--- config.mk ---
export PLATFORM = sky130hd
export DESIGN_NAME = qtr_tuner
export DESIGN_NICKNAME = d
export VERILOG_FILES = /design/src/rtl/qtr_tuner.sv
export SDC_FILE = /design/constraint.sdc
export NUM_CORES = 1
export LEC_CHECK = 0
export BUFFER_PORTS_ARGS = -buffer_cell sky130_fd_sc_hd__buf_2
export CAP_MARGIN = 20
export CORE_MARGIN = 1
export CORE_UTILIZATION = 25
export CTS_CLUSTER_DIAMETER = 50
export DETAILED_ROUTE_END_ITERATION = 7
export HOLD_SLACK_MARGIN = 0.02
export PLACE_DENSITY = 0.38
export REMOVE_ABC_BUFFERS = 1
export SLEW_MARGIN = 30
export SYNTH_ARGS = -nofsm -noshare
export SYNTH_HDL_FRONTEND = slang
export SYNTH_SLANG_ARGS = --single-unit
--- constraint.sdc ---
create_clock -name clk -period 17.8 [get_ports clk]
set_input_delay 2.67 -clock clk [delete_from_list [all_inputs] [get_ports clk]]
set_output_delay 2.67 -clock clk [all_outputs]
set_load 0.005 [all_outputs]
--- src/rtl/qtr_tuner.sv ---
module qtr_tuner #(
  parameter int IN_W  = 16,
  parameter int GUARD = 8,
  parameter int M     = 40,
  parameter int B1    = 32735
) (
  input  logic                             clk,
  input  logic                             rst,
  input  logic                             in_valid,
  input  logic [IN_W-1:0]                  in_data,
  output logic                             out_valid,
  output logic signed [IN_W+GUARD-1:0]     out_data
);
  localparam int SW    = IN_W + GUARD;
  localparam int CW    = 16;
  localparam int FRAC  = CW - 1;
  localparam int W     = SW + CW;
  localparam int B2    = (1 << FRAC) - ((1 << FRAC) - B1) * M;
  localparam int CNT_W = (M > 2) ? $clog2(M) : 1;
  localparam logic [CNT_W-1:0] LAST = CNT_W'(M - 1);
  localparam logic signed [CW-1:0] B1C = CW'(B1);
  localparam logic signed [CW-1:0] B2C = CW'(B2);
  localparam logic signed [W-1:0]  HALF = W'(1) <<< (FRAC - 1);

  function automatic logic signed [W-1:0] qmul(input logic signed [SW-1:0] a,
                                               input logic signed [CW-1:0] c);
    logic signed [W-1:0] aw, cw, p;
    aw = $signed({{CW{a[SW-1]}}, a});
    cw = $signed({{SW{c[CW-1]}}, c});
    p  = aw * cw + HALF;
    return p >>> FRAC;
  endfunction

  function automatic logic signed [SW-1:0] clip(input logic signed [W-1:0] v);
    if (&v[W-1:SW-1] || ~|v[W-1:SW-1]) return v[SW-1:0];
    else if (v[W-1]) return {1'b1, {(SW-1){1'b0}}};
    else return {1'b0, {(SW-1){1'b1}}};
  endfunction

  logic signed [SW-1:0] y1, y2, d1, d2;
  logic [CNT_W-1:0]     cnt;

  logic signed [IN_W-1:0] x;
  logic signed [W-1:0]    xw, acc1, acc2;
  logic signed [SW-1:0]   ynew, z;

  assign x    = {~in_data[IN_W-1], in_data[IN_W-2:0]};
  assign xw   = $signed({{(W-IN_W){x[IN_W-1]}}, x});
  assign acc1 = xw - qmul(y2, B1C);
  assign ynew = clip(acc1);
  assign acc2 = $signed({{CW{ynew[SW-1]}}, ynew}) + qmul(d2, B2C);
  assign z    = clip(acc2);

  always_ff @(posedge clk) begin
    if (rst) begin
      y1 <= '0; y2 <= '0; d1 <= '0; d2 <= '0;
      cnt <= '0; out_valid <= 1'b0; out_data <= '0;
    end else begin
      out_valid <= 1'b0;
      if (in_valid) begin
        y2 <= y1;
        y1 <= ynew;
        if (cnt == LAST) begin
          cnt <= '0;
          d2 <= d1;
          d1 <= ynew;
          out_data <= z;
          out_valid <= 1'b1;
        end else begin
          cnt <= cnt + CNT_W'(1);
        end
      end
    end
  end

  assert_single_pulse_R6: assert property (@(posedge clk) disable iff (rst)
    out_valid |=> !out_valid);
  assert_hold_data_R6: assert property (@(posedge clk) disable iff (rst)
    !out_valid |-> $stable(out_data));
  assert_from_accept_R4: assert property (@(posedge clk) disable iff (rst)
    out_valid |-> $past(in_valid));
  assert_count_range_R4: assert property (@(posedge clk) disable iff (rst)
    cnt <= LAST);
  assert_idle_frozen_R7: assert property (@(posedge clk) disable iff (rst)
    !in_valid |=> ($stable(y1) && $stable(y2) && $stable(d1) && $stable(d2) && $stable(cnt)));
  assert_reset_clear_R8: assert property (@(posedge clk)
    rst |=> (cnt == '0 && !out_valid && y1 == '0 && d2 == '0));
endmodule

; ---- Yosys cells after proc, flatten, opt, wreduce, memory -nomap -nowiden
; Cells that the tools add are included.
[totals]
reg_bits = 127
inputBits = 19
[op_classes]
n_bitwise = 2
mul = 2
eq_ne = 1
reduce_logical = 10
n_mux = 6
addsub = 5
[ops]
columns = op, count
row1 = 24-bit two-way mux, 4
row2 = "40-bit by 16-bit adder with 40-bit output, second input constant", 2
row3 = "24-bit by 16-bit multiplier with 40-bit output, second input constant", 1
row4 = "24-bit by 13-bit multiplier with 37-bit output, second input constant", 1
row5 = 17-bit AND reduction, 2
row6 = 17-bit OR reduction, 2
row7 = 24-bit by 25-bit adder with 26-bit output, 1
row8 = 16-bit by 25-bit subtractor with 26-bit output, 1
row9 = "6-bit by 1-bit adder with 6-bit output, second input constant", 1
row10 = "6-bit equality test, second input constant", 1
row11 = 6-bit two-way mux, 1
row12 = 1-bit zero test, 2
row13 = 1-bit logical OR, 2
row14 = 1-bit NOT, 2
row15 = 2-bit AND reduction, 1
row16 = 2-bit OR reduction, 1
row17 = 1-bit two-way mux, 1

; ---- Longest topological paths before layout
; Gate-level depths: netlist of the first run.
[logic_depth]
word_depth = 12
mapped_depth = 47
depth_no_buf = 46

; ---- Least setup slack after synthesis of the first run
; Ideal clock, no wire load.
[synth_path]
kind = register -> register
from = register y2[23]
to = register out_data[22]
stages_incl_launch_ff = 44
path_buffers = 2
slack_ns = 6.363
period_less_slack_ns = 11.437
t_arrival_ns = 11.310
t_required_ns = 17.673
setup_ns = 0.127
cell_sequence = dfxtp_1 clkbuf_1 inv_1 fa_1 fa_1 inv_1 fa_1 fa_1 fa_1 inv_1 fa_1 inv_1 ha_1 a21o_1 a21oi_1 o21ai_0 a21oi_1 o21ai_0 (+8 left out) a221o_1 a2111oi_0 a22o_1 o21ai_1 clkbuf_1 and2_1 ha_1 fa_1 a21o_2 a21boi_2 o311a_1 o31a_1 a2bb2oi_1 a21boi_0 a2111oi_0 nor3_1 and3_2 or3_1
[synth_between]
elab_chain_cells = 12
word_cells_on_any_way = 16
[synth_lines]
columns = item, line
row1 = start: declaration, 40  ; logic signed [SW-1:0] y1, y2, d1, d2;
row2 = start signal: assignment, 61  ; y2 <= y1;
row3 = 24-bit by 16-bit multiplier with 40-bit output (*), 30  ; p = aw * cw + HALF;
row4 = 40-bit by 16-bit adder with 40-bit output (*), 30
row5 = 16-bit by 25-bit subtractor with 26-bit output (*), 49  ; assign acc1 = xw - qmul(y2, B1C);
row6 = 17-bit OR reduction, 35  ; if (&v[W-1:SW-1] || ~|v[W-1:SW-1]) return v[SW-1:0];
row7 = 1-bit zero test, 35
row8 = 1-bit logical OR, 35
row9 = 24-bit two-way mux (*), 35
row10 = named net ynew[23], 45  ; logic signed [SW-1:0] ynew, z;
row11 = 24-bit by 25-bit adder with 26-bit output (*), 51  ; assign acc2 = $signed({{CW{ynew[SW-1]}}, ynew}) + qmul(d2, B2C);
row12 = 17-bit OR reduction, 35
row13 = 1-bit zero test, 35
row14 = 1-bit logical OR, 35
row15 = 24-bit two-way mux (*), 35
row16 = end signal: assignment, 67  ; out_data <= z;
row17 = end: declaration, 12  ; output logic signed [IN_W+GUARD-1:0] out_data
; The timed path passes the listed nets; every way through them passes the cells marked *.
; A chain may end at the register's enable or synchronous reset.

; ---- Worst setup path in the final report of the first run
[layout_path]
from = register y2[13]
to = register out_data[7]
; Same word-level chain as after synthesis.

==> results of run 1 <==
==> metrics by stage <==
stage | cells | worst slack, ps | instance area (µm²)
finish | 3967 | 4680 | 26400
global route | 3966 | 3720 | 26400
CTS | 3966 | 4740 | 26400
detailed placement | 3934 | 4830 | 25700
global placement | 3934 | 4840 | 25700
floorplan | 2613 | 6210 | 23800
==> worst max-delay path, delay by kind of cell, from the launching register on <==
family | cells | cell delay [ps]
compound gates | 25 | 6310
xor+xnor | 2 | 570
fa+ha+maj | 9 | 4130
buf+inv | 6 | 640
flops | 1 | 550
simple gates | 2 | 840
==> final cells by class <==
type                       count  area, µm²
multi-input combinational   1817      18800
sequential                   127       2540
clock inverter                14        205
tap                         1265       1580
clock buffer                  18        439
antenna                        1       2.50
timing repair buffer          56        315
fill                       10200      68800
inverter                     669       2510
==> cells in the mapped netlist, drive strengths merged (5+ instances only) <==
library cell    n
o21ba           6
nand2b         18
and4            8
and3           11
a22o           16
xor2           38
o211ai         11
xnor2          85
fa            391
nand4          15
dfxtp         127
a2111oi         6
a31oi          27
o21bai         17
buf            16
nor3           35
nor2b           8
o31ai           7
nor2          144
or2            12
a211oi         30
inv           669
or3            15
nand2         156
mux2i          33
clkbuf         42
o2111ai         7
nand3b          5
o21a           14
a21o           66
nor3b           5
o21ai          76
a21oi         105
or4             5
and2           21
nand3          36
ha            331
==> per-layer routing <==
metal	vias up	GRT usage (%)	wire, µm
li1	8553	-	-
met1	8724	21.1	34500
met2	215	24.0	32000
met5	-	0	0
met4	0	3.12	1030
met3	32	1.79	1620
==> logic make-up after synthesis <==
family	synth area share (%)
multiplexers	1.47
adder cells (fa/ha/maj)	49.8
AO/OA/AOI/OAI	12.0
XOR/XNOR	4.51
buffers and inverters	11.5
AND/OR/NAND/NOR	10.2
flip-flops	10.6
==> worst paths after layout <==
kind                               endpoint  slack, ps
worst max-delay path            out_data[7]       4680
worst min-delay path                 d2[21]        450
worst max register to register  out_data[7]       4680
worst min register to register       d2[21]        450
==> flip-flops by register name, indices dropped and copies added (netlist names) <==
register,flops
cnt,6
d1,24
d2,24
out_data,24
out_valid,1
y1,24
y2,24
==> impl_metrics.env, run 1 <==
export IMPL_outcome="finished, final reports clean"
export IMPL_cts_resized=0
export IMPL_grt_pass1_wl_mm=111
export IMPL_layout_common_cells="669 x inv_1, 391 x fa_1, 331 x ha_1, 156 x nand2_1, 144 x nor2_1"
export IMPL_ys_ff_latch=127
export IMPL_syn_area_per_cell_um2=9.01
export IMPL_setup_violations=0
export IMPL_netlist_area_um2=24100
export IMPL_initial_utilization_pct=25.3
export IMPL_num_vias=17500
export IMPL_area_growth_synth_to_final_pct=9.63
export IMPL_grt_setup_unrepaired="false"
export IMPL_core_area_um2=95200
export IMPL_synth_area_leaders="fa_1 33%, ha_1 17%, dfxtp_1 11%"
export IMPL_routed_via_density=4.42
export IMPL_clock_sinks=127
export IMPL_antenna_found_initial=1
export IMPL_worstMarginPinSlew_ps=898
export IMPL_timing_rr_start="y2[13]"
export IMPL_start_kind="flop"
export IMPL_crit_fanout=22
export IMPL_ant_nets=0
export IMPL_utilization_pct=27.7
export IMPL_synth_top_cell_area_share_pct=32.5
export IMPL_final_common_cell="inv_1"
export IMPL_synth_edf_count=0
export IMPL_dieArea_um2=97500
export IMPL_min_period_over_period_pct=73.7
export IMPL_cts_made_buffers=17
export IMPL_holdPathStages=2
export IMPL_drv_cap=0
export IMPL_wl_per_cell_um=17.4
export IMPL_grt_max_degree=64
export IMPL_slew_violations=0
export IMPL_numPortBuffers=43
export IMPL_synth_main_ff_cell="dfxtp_1"
export IMPL_yosys_warnings=0
export IMPL_gp_congestion=0.840
export IMPL_seq_area_frac_synth_pct=10.6
export IMPL_clk_path_buf_depth=2
export IMPL_root_buffer="clkbuf_16"
export IMPL_htreeDepth=4
export IMPL_crit_type="flop to flop"
export IMPL_crit_path_top_delay_cell="fa_1"
export IMPL_tritoncts="done"
export IMPL_timing_slew_headroom_pct=38.6
export IMPL_chipWidth_um=312
export IMPL_netlist_cell_type_count=83
export IMPL_die_h_um=312
export IMPL_drc_errors=0
export IMPL_hold_viol_final=0
export IMPL_clk_latency_ps=480
export IMPL_rows=113
export IMPL_synth_top_area_cell="fa_1"
export IMPL_clk_transition_reported_paths_ps=70
export IMPL_r2r_cells=44
export IMPL_grt_overflow_total=0
export IMPL_drt_pre_antenna_iters=6
export IMPL_postCtsSetupBuffers=0
export IMPL_crit_start="y2[13]"
export IMPL_grt_usage_pct=14.8
export IMPL_max_stage_delay_ps=600
export IMPL_nets=3429
export IMPL_holdWs_ps=453
export IMPL_pin_count=44
export IMPL_drt_wl_total_mm=69.2
export IMPL_hold_path_class="flop to flop"
export IMPL_cts_hold_buf=0
export IMPL_cp_required_ps=18190
export IMPL_hp_start="d1[21]"
export IMPL_fmax_mhz=76.2
export IMPL_dp_hpwl_mm=59.5
export IMPL_final_min_clock_period_ps=13120
export IMPL_synthArstFlopShare_pct=0
export IMPL_finClkSkew_ps=17.7
export IMPL_grt_pass1_vias=19100
export IMPL_cp_arrival_ps=13510
export IMPL_netlist_instances=2671
export IMPL_drive_gt1_share_pct=4.81
export IMPL_drt_iter0_drc=863
export IMPL_worstSetupEndpointType="flop"
export IMPL_finalSetupTns_ps=0
Power of run 1 is left out: the tool's default activity adds up to more than one toggle a clock period on the data nets, which glitch-free logic cannot reach.
==> run 2, diff against run 1 <==
--- a/config.mk
+++ b/config.mk
@@ -12,7 +12,7 @@
 export CTS_CLUSTER_DIAMETER = 50
 export DETAILED_ROUTE_END_ITERATION = 7
 export HOLD_SLACK_MARGIN = 0.02
-export PLACE_DENSITY = 0.38
+export PLACE_DENSITY = 0.39
 export REMOVE_ABC_BUFFERS = 1
 export SLEW_MARGIN = 30
 export SYNTH_ARGS = -nofsm -noshare
==> constraint.sdc (replaced) <==
create_clock -name clk -period 11.3 [get_ports clk]
set_input_delay 1.695 -clock clk [delete_from_list [all_inputs] [get_ports clk]]
set_output_delay 1.695 -clock clk [all_outputs]
set_load 0.005 [all_outputs]
==> run 2 against run 1 <==
Net effect:
- core utilization rose by 3.1 points
- register-to-register slack worse by 4300 ps
- hold slack improved by 1.8 ps
- maximum frequency is 20% higher
- routed wire length up 4.3%
- sequential share of layout area shrank 0.92 points
- critical endpoint is now out_data[10]
- largest cell class unchanged
==> impl_metrics.env, run 2 (synthesis gave the netlist of run 1 again) <==
export IMPL_worstMarginPinSlew_ps=821
export IMPL_ant_nets=0
export IMPL_r2r_cells=51
export IMPL_path_buf_inv=15
export IMPL_drc_errors=0
export IMPL_numPortBuffers=43
export IMPL_nets=3723
export IMPL_gp_congestion=0.856
export IMPL_core_area_um2=95200
export IMPL_rows=113
export IMPL_grt_overflow_total=0
export IMPL_cp_num_cells=51
export IMPL_pin_count=44
export IMPL_hold_viol_final=0
export IMPL_cp_arrival_ps=11310
export IMPL_drt_pre_antenna_iters=5
export IMPL_fmax_mhz=91.7
export IMPL_crit_family="adder cells"
export IMPL_finClkSkew_ps=14.0
export IMPL_cts_hold_buf=0
export IMPL_start_kind="flop"
export IMPL_wl_per_cell_um=16.9
export IMPL_crit_fanout=6
export IMPL_holdWs_ps=455
export IMPL_crit_path_top_delay_cell="fa_1"
export IMPL_cts_made_buffers=17
export IMPL_timing_slew_headroom_pct=45.0
export IMPL_max_stage_delay_ps=530
export IMPL_tritoncts="done"
export IMPL_clk_path_buf_depth=2
export IMPL_drt_wl_total_mm=72.1
export IMPL_dp_cells=4202
export IMPL_worstSetupEndpointType="flop"
export IMPL_fillers=10100
export IMPL_outcome="finished, final reports clean"
export IMPL_grt_pass1_wl_mm=115
export IMPL_clk_latency_ps=470
export IMPL_cp_required_ps=11700
export IMPL_critPathMostFrequentCell="buf_4"
export IMPL_htreeDepth=4
export IMPL_die_h_um=312
export IMPL_crit_type="flop to flop"
export IMPL_layout_common_cells="652 x inv_1, 372 x fa_1, 317 x ha_1, 293 x buf_4, 155 x nand2_1"
export IMPL_grt_usage_pct=15.3
export IMPL_min_period_over_period_pct=96.5
export IMPL_area_growth_synth_to_final_pct=21.9
export IMPL_num_vias=18700
export IMPL_final_min_clock_period_ps=10910
export IMPL_slew_violations=0
export IMPL_routed_via_density=4.38
export IMPL_chipWidth_um=312
export IMPL_final_common_cell="inv_1"
export IMPL_drt_iter0_drc=793
export IMPL_holdPathStages=2
export IMPL_grt_pass1_vias=20000
export IMPL_clk_transition_reported_paths_ps=70
export IMPL_dp_hpwl_mm=62.8
export IMPL_grt_max_degree=56
export IMPL_hold_path_class="flop to flop"
export IMPL_initial_utilization_pct=25.3
export IMPL_dieArea_um2=97500
export IMPL_drv_cap=0
export IMPL_layout_cells_non_filler=4262
export IMPL_setup_violations=0
export IMPL_drive_gt1_share_pct=18.2
export IMPL_antenna_found_initial=1
export IMPL_root_buffer="clkbuf_16"
export IMPL_clock_sinks=127
## run 2: cell count changes in the layout (fill, tap and decap cells not counted), sizes merged
cell / delta
clkbuf: +2
clkinv: -2
inv: -2
buf: +294
clkinvlp: +2
diode: +1
## run 2: path summary, 6_finish.rpt
| check | start | slack [ps] | to |
|---|---|---|---|
| worst max-delay path | y2[11] | 390 | out_data[10] |
| worst min-delay path | d1[4] | 460 | d2[4] |
| worst max register to register | y2[11] | 390 | out_data[10] |
| worst min register to register | d1[4] | 460 | d2[4] |
## run 2: per-layer routing
layer | GRT usage [%] | part of all wire, %
met1 | 21.9 | 50
met2 | 25.2 | 47
met3 | 1.29 | 2.0
met4 | 3.12 | 1.1
met5 | 0 | 0
## run 2: stage by stage
stage	utilization (%)	instance area (µm²)	worst slack, ps	TNS, ps
6_report	30.8	29300	393	0
5_1_grt	30.8	29300	-55.2	-362
4_1_cts	29.9	28500	-26.1	-38.6
3_5_place_dp	29.2	27700	-304	-3920
3_3_place_gp	29.2	27700	-327	-5430
2_1_floorplan	-	23800	-290	-3310
## run 2: layout make-up
type | instances | area [µm²] | area share (%)
Multi-Input combinational cell | 1817 | 19400 | 66.2
Timing Repair Buffer | 350 | 2610 | 8.90
Sequential cell | 127 | 2560 | 8.72
Inverter | 669 | 2510 | 8.57
Tap cell | 1265 | 1580 | 5.40
Clock buffer | 20 | 447 | 1.52
Clock inverter | 12 | 183 | 0.623
Antenna cell | 2 | 5.00 | 0.0171
## run 2: worst min-delay path, cell delays in order, from the launching register on
cell and delay [ps]:
dfxtp_1 310, nand2_1 50, a21oi_1 50
## run 2: what timing repair did
item	in CTS	in global routing
pin swaps	4	103
endpoints found under the setup margin	23	24
setup buffers	2	25
cloned	0	1
gates resized for setup	22	156
Power of run 2 is left out for the same reason.
